## config.mk

```make
export PLATFORM = sky130hd
export DESIGN_NAME = link_train_eval
export DESIGN_NICKNAME = d
export VERILOG_FILES = /design/src/rtl/lts_pkg.sv /design/src/rtl/lane_status_check.sv /design/src/rtl/adjust_extract.sv /design/src/rtl/poll_timer.sv /design/src/rtl/link_train_eval.sv
export SDC_FILE = /design/constraint.sdc
export NUM_CORES = 1
export LEC_CHECK = 0
export BUFFER_PORTS_ARGS = -buffer_cell sky130_fd_sc_hd__buf_2
export CAP_MARGIN = 15
export CORE_MARGIN = 10
export CORE_UTILIZATION = 40
export CTS_CLUSTER_DIAMETER = 100
export DETAILED_ROUTE_END_ITERATION = 16
export PLACE_DENSITY = 0.7
export SYNTH_ARGS = -nofsm -noshare
export SYNTH_HDL_FRONTEND = slang
export SYNTH_SLANG_ARGS = --single-unit
```

## constraint.sdc

```tcl
create_clock -name clk -period 5.7 [get_ports clk]
set_input_delay 1.71 -clock clk [delete_from_list [all_inputs] [get_ports clk]]
set_output_delay 1.71 -clock clk [all_outputs]
set_load 0.03 [all_outputs]
```

## src/rtl/lts_pkg.sv

```systemverilog
// Shared constants for the link training status evaluator.
// Assumes lane nibbles and adjust bytes follow the standard bit layout.
package lts_pkg;
    localparam logic [3:0] NIB_CR_MASK      = 4'h1;
    localparam logic [3:0] NIB_EQ_MASK      = 4'h7;
    localparam logic [7:0] ALIGN_DONE_MASK  = 8'h01;
    localparam logic [7:0] INTERVAL_MASK    = 8'h7F;
    localparam logic [7:0] REV_FAST_CR      = 8'h14;
    localparam int unsigned INTERVAL_LIMIT  = 4;
    localparam int unsigned INTERVAL_MAX    = 127;
    localparam int unsigned CR_DEFAULT_US   = 100;
    localparam int unsigned EQ_DEFAULT_US   = 400;
    localparam int unsigned MS_PER_STEP     = 4;

    typedef enum logic {
        PHASE_CR = 1'b0,
        PHASE_EQ = 1'b1
    } phase_e;
endpackage

```

## src/rtl/lane_status_check.sv

```systemverilog
// Decides clock-recovery and equalization completion over the active lanes.
// Assumes two lanes per status byte, even lane in the low nibble.
module lane_status_check
    import lts_pkg::*;
#(
    parameter int LANES = 4,
    parameter int CNT_W = 3,
    localparam int LB   = (LANES + 1) / 2
) (
    input  logic [CNT_W-1:0] lane_cnt,
    input  logic [8*LB-1:0]  lane_stat,
    input  logic [7:0]       align_stat,
    output logic             cr_done,
    output logic             eq_done
);
    logic [LANES-1:0] cr_ok;
    logic [LANES-1:0] eq_ok;

    // Per-lane pass flags; an inactive lane always passes.
    for (genvar n = 0; n < LANES; n++) begin : g_lane
        logic [3:0] nib;
        logic       active;
        assign nib      = lane_stat[8*(n/2) + 4*(n%2) +: 4];
        assign active   = (CNT_W'(n) < lane_cnt);
        assign cr_ok[n] = !active || ((nib & NIB_CR_MASK) == NIB_CR_MASK);
        assign eq_ok[n] = !active || ((nib & NIB_EQ_MASK) == NIB_EQ_MASK);
    end

    // Combine lanes; equalization also needs inter-lane alignment.
    assign cr_done = &cr_ok;
    assign eq_done = ((align_stat & ALIGN_DONE_MASK) != 8'h00) && (&eq_ok);
endmodule

```

## src/rtl/adjust_extract.sv

```systemverilog
// Unpacks per-lane swing and pre-emphasis requests from the adjust bytes.
// Assumes two lanes per byte; levels are returned as plain 2-bit values.
module adjust_extract #(
    parameter int LANES = 4,
    localparam int LB   = (LANES + 1) / 2
) (
    input  logic [8*LB-1:0]    adjust_req,
    output logic [2*LANES-1:0] swing_lvl,
    output logic [2*LANES-1:0] preemph_lvl
);
    // Select the field offsets by lane parity.
    for (genvar n = 0; n < LANES; n++) begin : g_lane
        logic [7:0] adj_byte;
        assign adj_byte = adjust_req[8*(n/2) +: 8];
        if (n % 2 == 0) begin : g_even
            assign swing_lvl[2*n +: 2]   = adj_byte[1:0];
            assign preemph_lvl[2*n +: 2] = adj_byte[3:2];
        end else begin : g_odd
            assign swing_lvl[2*n +: 2]   = adj_byte[5:4];
            assign preemph_lvl[2*n +: 2] = adj_byte[7:6];
        end
    end
endmodule

```

## src/rtl/poll_timer.sv

```systemverilog
// Wait timer between training status reads. Picks the wait from phase,
// interval and revision, counts it in microsecond ticks, then pulses done.
// Assumes TICK_CYCLES core cycles make one microsecond.
module poll_timer
    import lts_pkg::*;
#(
    parameter int TICK_CYCLES = 100,
    parameter int US_PER_MS   = 1000
) (
    input  logic       clk,
    input  logic       rst_n,
    input  logic       start,
    input  phase_e     phase,
    input  logic [6:0] interval,
    input  logic [7:0] sink_rev,
    output logic       done
);
    localparam int unsigned STEP_US     = MS_PER_STEP * US_PER_MS;
    localparam int unsigned MAX_WAIT_US = INTERVAL_MAX * STEP_US;
    localparam int          W           = $clog2(MAX_WAIT_US + 1);
    localparam int          PW          = (TICK_CYCLES > 1) ? $clog2(TICK_CYCLES) : 1;
    localparam logic [PW-1:0] PRE_LAST  = PW'(TICK_CYCLES - 1);

    logic [W-1:0]  wait_us;
    logic [W-1:0]  scaled_us;
    logic [W-1:0]  us_left;
    logic [PW-1:0] pre;
    logic          busy;

    // Choose the wait length for the requested phase.
    always_comb begin
        scaled_us = W'(interval) * W'(STEP_US);
        if (phase == PHASE_CR) begin
            wait_us = ((interval == 7'd0) || (sink_rev >= REV_FAST_CR)) ? W'(CR_DEFAULT_US) : scaled_us;
        end else begin
            wait_us = (interval == 7'd0) ? W'(EQ_DEFAULT_US) : scaled_us;
        end
    end

    // Prescale to microseconds, count down, pulse done on the last tick.
    always_ff @(posedge clk) begin
        if (!rst_n) begin
            busy    <= 1'b0;
            pre     <= '0;
            us_left <= '0;
            done    <= 1'b0;
        end else begin
            done <= 1'b0;
            if (start) begin
                busy    <= 1'b1;
                pre     <= '0;
                us_left <= wait_us;
            end else if (busy) begin
                if (pre == PRE_LAST) begin
                    pre     <= '0;
                    us_left <= us_left - W'(1);
                    if (us_left == W'(1)) begin
                        busy <= 1'b0;
                        done <= 1'b1;
                    end
                end else begin
                    pre <= pre + PW'(1);
                end
            end
        end
    end

    assert_done_single_R9: assert property (@(posedge clk) disable iff (!rst_n)
        done |=> !done);
    assert_start_arms_R9: assert property (@(posedge clk) disable iff (!rst_n)
        start |=> (busy && !done));
    assert_countdown_R9: assert property (@(posedge clk) disable iff (!rst_n)
        (busy && !start) |=> (us_left <= $past(us_left)));
endmodule

```

## src/rtl/link_train_eval.sv

```systemverilog
// Top of the link training status evaluator: lane flags, adjust levels,
// interval warning and poll wait timer. Flags and levels are combinational.
module link_train_eval
    import lts_pkg::*;
#(
    parameter int MAX_LANES   = 4,
    parameter int TICK_CYCLES = 100,
    parameter int US_PER_MS   = 1000,
    localparam int CNT_W      = $clog2(MAX_LANES + 1),
    localparam int LB         = (MAX_LANES + 1) / 2
) (
    input  logic                   clk,
    input  logic                   rst_n,
    input  logic [CNT_W-1:0]       lane_cnt,
    input  logic [8*LB-1:0]        lane_stat,
    input  logic [7:0]             align_stat,
    input  logic [8*LB-1:0]        adjust_req,
    input  logic [7:0]             train_cap,
    input  logic [7:0]             sink_rev,
    input  logic                   poll_start,
    input  logic                   poll_phase,
    output logic                   cr_done,
    output logic                   eq_done,
    output logic [2*MAX_LANES-1:0] swing_lvl,
    output logic [2*MAX_LANES-1:0] preemph_lvl,
    output logic                   interval_warn,
    output logic                   poll_done
);
    logic [6:0] interval;

    // Mask the interval field and flag out-of-range values.
    assign interval      = 7'(train_cap & INTERVAL_MASK);
    assign interval_warn = ((train_cap & INTERVAL_MASK) > 8'(INTERVAL_LIMIT));

    lane_status_check #(.LANES(MAX_LANES), .CNT_W(CNT_W)) u_check (
        .lane_cnt   (lane_cnt),
        .lane_stat  (lane_stat),
        .align_stat (align_stat),
        .cr_done    (cr_done),
        .eq_done    (eq_done)
    );

    adjust_extract #(.LANES(MAX_LANES)) u_adjust (
        .adjust_req  (adjust_req),
        .swing_lvl   (swing_lvl),
        .preemph_lvl (preemph_lvl)
    );

    poll_timer #(.TICK_CYCLES(TICK_CYCLES), .US_PER_MS(US_PER_MS)) u_timer (
        .clk      (clk),
        .rst_n    (rst_n),
        .start    (poll_start),
        .phase    (phase_e'(poll_phase)),
        .interval (interval),
        .sink_rev (sink_rev),
        .done     (poll_done)
    );

    assert_eq_implies_cr_R3: assert property (@(posedge clk) disable iff (!rst_n)
        eq_done |-> cr_done);
endmodule

```

==> summary.md <==
| Metric | Value |
|---|---|
| Reg2Reg Capture Point | u_timer.us_left[18] |
| # IOs | 83 |
| Clk Latency, worst-skew pair | 0.28 ns |
| Largest net degree at the start of global routing | 24 |
| Worst Path Max Fanout | 6 |
| P&R area growth vs syn | 6.86% |
| Horiz. Die Dim | 108 um |
| Drt total wl | 6.89 mm |
| Fill cell count | 727 |
| Antenna-violating nets left | 0 |
| Ys Warns | 0 |
| GPL Wtd Cong | 0.794 |
| Drt wl/cell | 14.4 um |
| Most common cell after layout, fill and taps aside | ha_1 |
| TritonCTS clock tree | done |
| Worst hold-check path type | flop to flop |
| Largest family of logic cells by synthesized area | adder cells |
| Final core utilization | 0.447 |
| FF-to-FF Start | u_timer.pre[2] |
| Vias in the first global route | 2,535 |
| TritonCTS buffer count | 3 |
| Post-Synth XOR/XNOR Area | 0.0625 |
| Register area | 561 um2 |
| Via count | 2,574 |
| CP Launch Type | input port |
| Adder-cell share of the synthesized area | 0.295 |
| Slew HR | 0.513 |
| Power density over cell area | 278 nW/um2 |
| Area contributors post-synth | dfxtp_1 18%, ha_1 18%, fa_1 12% |
| Vias per cell | 5.38 |
| DRC | 0 |
| Max-cap violations | 0 |
| Max incr delay on CP | 0.51 ns |
| Footprint of the multi-input gates | 2220 um2 |
| Die area | 11,600 um2 |
| HPWL Detailed | 5.64 mm |
| Row count | 31 |
| Kind of critical path | input port to flop |
| Worst hold stages | 2 |
| CP Cell Sequence | buf_2, inv_1, fa_1, inv_1, fa_1, fa_1, ha_1, ha_1, a211oi_1, nor2_1, o32ai_1, nor2_1, xnor2_1, a221oi_2 |
| CP delay by family, top | adder cells |
| WP data arrival | 5.45 ns |
| Worst hold endpoint | u_timer.pre[6] |
| Post-CTS sizing | 0 |
| Worst vdd ir | 0.000121 V |
| GRT Total Usage | 0.116 |
| CP Capture Type | flop |
| Input/output buffers | 36 |
| Post-synthesis cell type count | 56 |
| FMAX | 189 MHz |
| Mapped cell area | 3080 um2 |
| Area share of the largest cell type after synthesis | 0.182 |
| Layout cells sized above 1 | 0.127 |
| Setup Buffers After CTS | 0 |
| Initial Utilization | 0.419 |
| EDFF count, synth | 0 |
| DP Cell Count | 474 |
| Deepest clock path buffer count | 2 |
| LEAKAGE | 1.52 nW |
| Drt first pass iters | 4 |
| Number of synthesized register bits | 28 |
| Synth Instances | 363 |
| WP buf/inv | 3 |
| Worst-path cell with the longest stage delay | fa_1 |
| Drt first-iter violations | 84 |
| Clk sink count | 28 |
| Fin Clk Skew | 0.00554 ns |
| Post-layout net count | 505 |
| Antenna cell count | 0 |
| Syn nets | 488 |
| Setup TNS | 0 ns |
| Final Cycle Share | 0.929 |
| Cell mode on critical path | fa_1 |
| Post-DP Area | 3240 um2 |
| Slew Limit Fails | 0 |
| Synth Area in Simple Gates | 0.181 |
| Multiplexer area fraction after synthesis | 0.00325 |
| Synth async-reset ratio | 0 |
| Hold-fix buffers, CTS | 0 |
| Initial antenna violation count | 0 |
| Compound-Gate Fraction of Synth Area | 0.179 |
| Worst reg-to-reg setup slack | 2.98 ns |
| Outcome | finished, final reports clean |
| Fin crit period | 5.30 ns |
| Core area | 7370 um2 |
| GRT overflow | 0 |
| Commonest cells after routing, fill and taps aside | 44 x ha_1, 39 x inv_1, 36 x buf_2 |
| Root Buffer | clkbuf_8 |
| Cell taking the most area after synthesis | dfxtp_1 |
| WP data required | 5.85 ns |
| Reg2reg path depth | 6 |
| Prevailing post-synth register cell | dfxtp_1 |
| Fin area | 3300 um2 |
| Hold_ws | 0.528 ns |
| Clock-pin slew on the worst setup and hold paths | 0.09 ns |
| Global-route wire length before repair | 11.5 mm |
| Htree depth | 1 |
| RSZ-0062 raised after global routing | no |
| Setup-failing EPs final | 0 |
| Register area share after synthesis | 0.182 |
| Tightest Pin Transition | 0.729 ns |
| Final Hold Fails | 0 |
| Die Y | 108 um |
| Syn Area/Cell | 8.50 um2 |
| Final non-filler cell total | 478 |
| Hold Path Origin | u_timer.pre[6] |
## cell usage after synthesis, types with 2 or more instances
cell	number
a211oi_1	6
a21o_1	3
a21oi_1	14
a31oi_1	7
a41oi_1	2
and2_1	4
and4_1	2
buf_4	16
clkbuf_1	7
dfxtp_1	28
fa_1	18
ha_1	44
inv_1	39
nand2_1	14
nand2b_1	2
nand3_1	9
nand4_1	4
nand4b_1	2
nor2_1	29
nor2b_1	2
nor3_1	13
nor4_1	7
nor4b_1	3
o211a_1	5
o21a_1	5
o21ai_0	14
o21ai_1	6
o22ai_1	6
or2_2	3
or3_1	3
xnor2_1	12
xor2_1	10
## power by group
group	total, mW	switching [mW]	leakage (nW)	internal (mW)
clock network	0.124	0.0619	0.0288	0.0619
logic	0.562	0.311	1.26	0.251
registers	0.230	0.0186	0.228	0.211
total	0.915	0.391	1.52	0.524
## flip-flops by register name, summed over array words and instances, names as in the netlist
name / cells
u_timer.done: 1
u_timer.busy: 1
u_timer.pre: 7
u_timer.us_left: 19
## kinds of logic after synthesis
family,count (synthesis)
compound gates,82
buf+inv,64
mux,1
simple gates,104
fa+ha+maj,62
flops,28
xor+xnor,22
## stage by stage
| step | setup slack, ns | total power, mW |
|---|---|---|
| finish | 0.402 | 0.915 |
| global route | 0.178 | 1.00 |
| CTS | 0.390 | 0.919 |
| detailed placement | 0.110 | 0.791 |
| global placement | 0.171 | 0.780 |
| floorplan | 0.563 | 0.692 |
## routing by layer
layer,global-route usage,share of wire
met1,0.146,0.45
met4,0.0258,0.0073
met2,0.202,0.49
met5,0,0
met3,0.0180,0.055
## area by class of cell
type | count | area share
Multi-Input combinational cell | 271 | 0.674
Tap cell | 99 | 0.0376
Clock buffer | 4 | 0.0167
Timing Repair Buffer | 37 | 0.0569
Sequential cell | 28 | 0.170
Inverter | 39 | 0.0444
## worst max path at each step
stage,from,end,cells past startpoint
after global routing,train_cap[5],u_timer.us_left[18],14
after detailed placement,train_cap[5],u_timer.us_left[18],14
final,train_cap[5],u_timer.us_left[18],14
after global placement,train_cap[5],u_timer.us_left[18],14
after CTS,train_cap[5],u_timer.us_left[18],14
after floorplan,train_cap[0],u_timer.us_left[16],13
## tightest hold or removal path: stages (launching register included)
cell	delay, ns
dfxtp_1	0.35
xnor2_1	0.07
nor2_1	0.07
(Power assumes the default switching activity.)
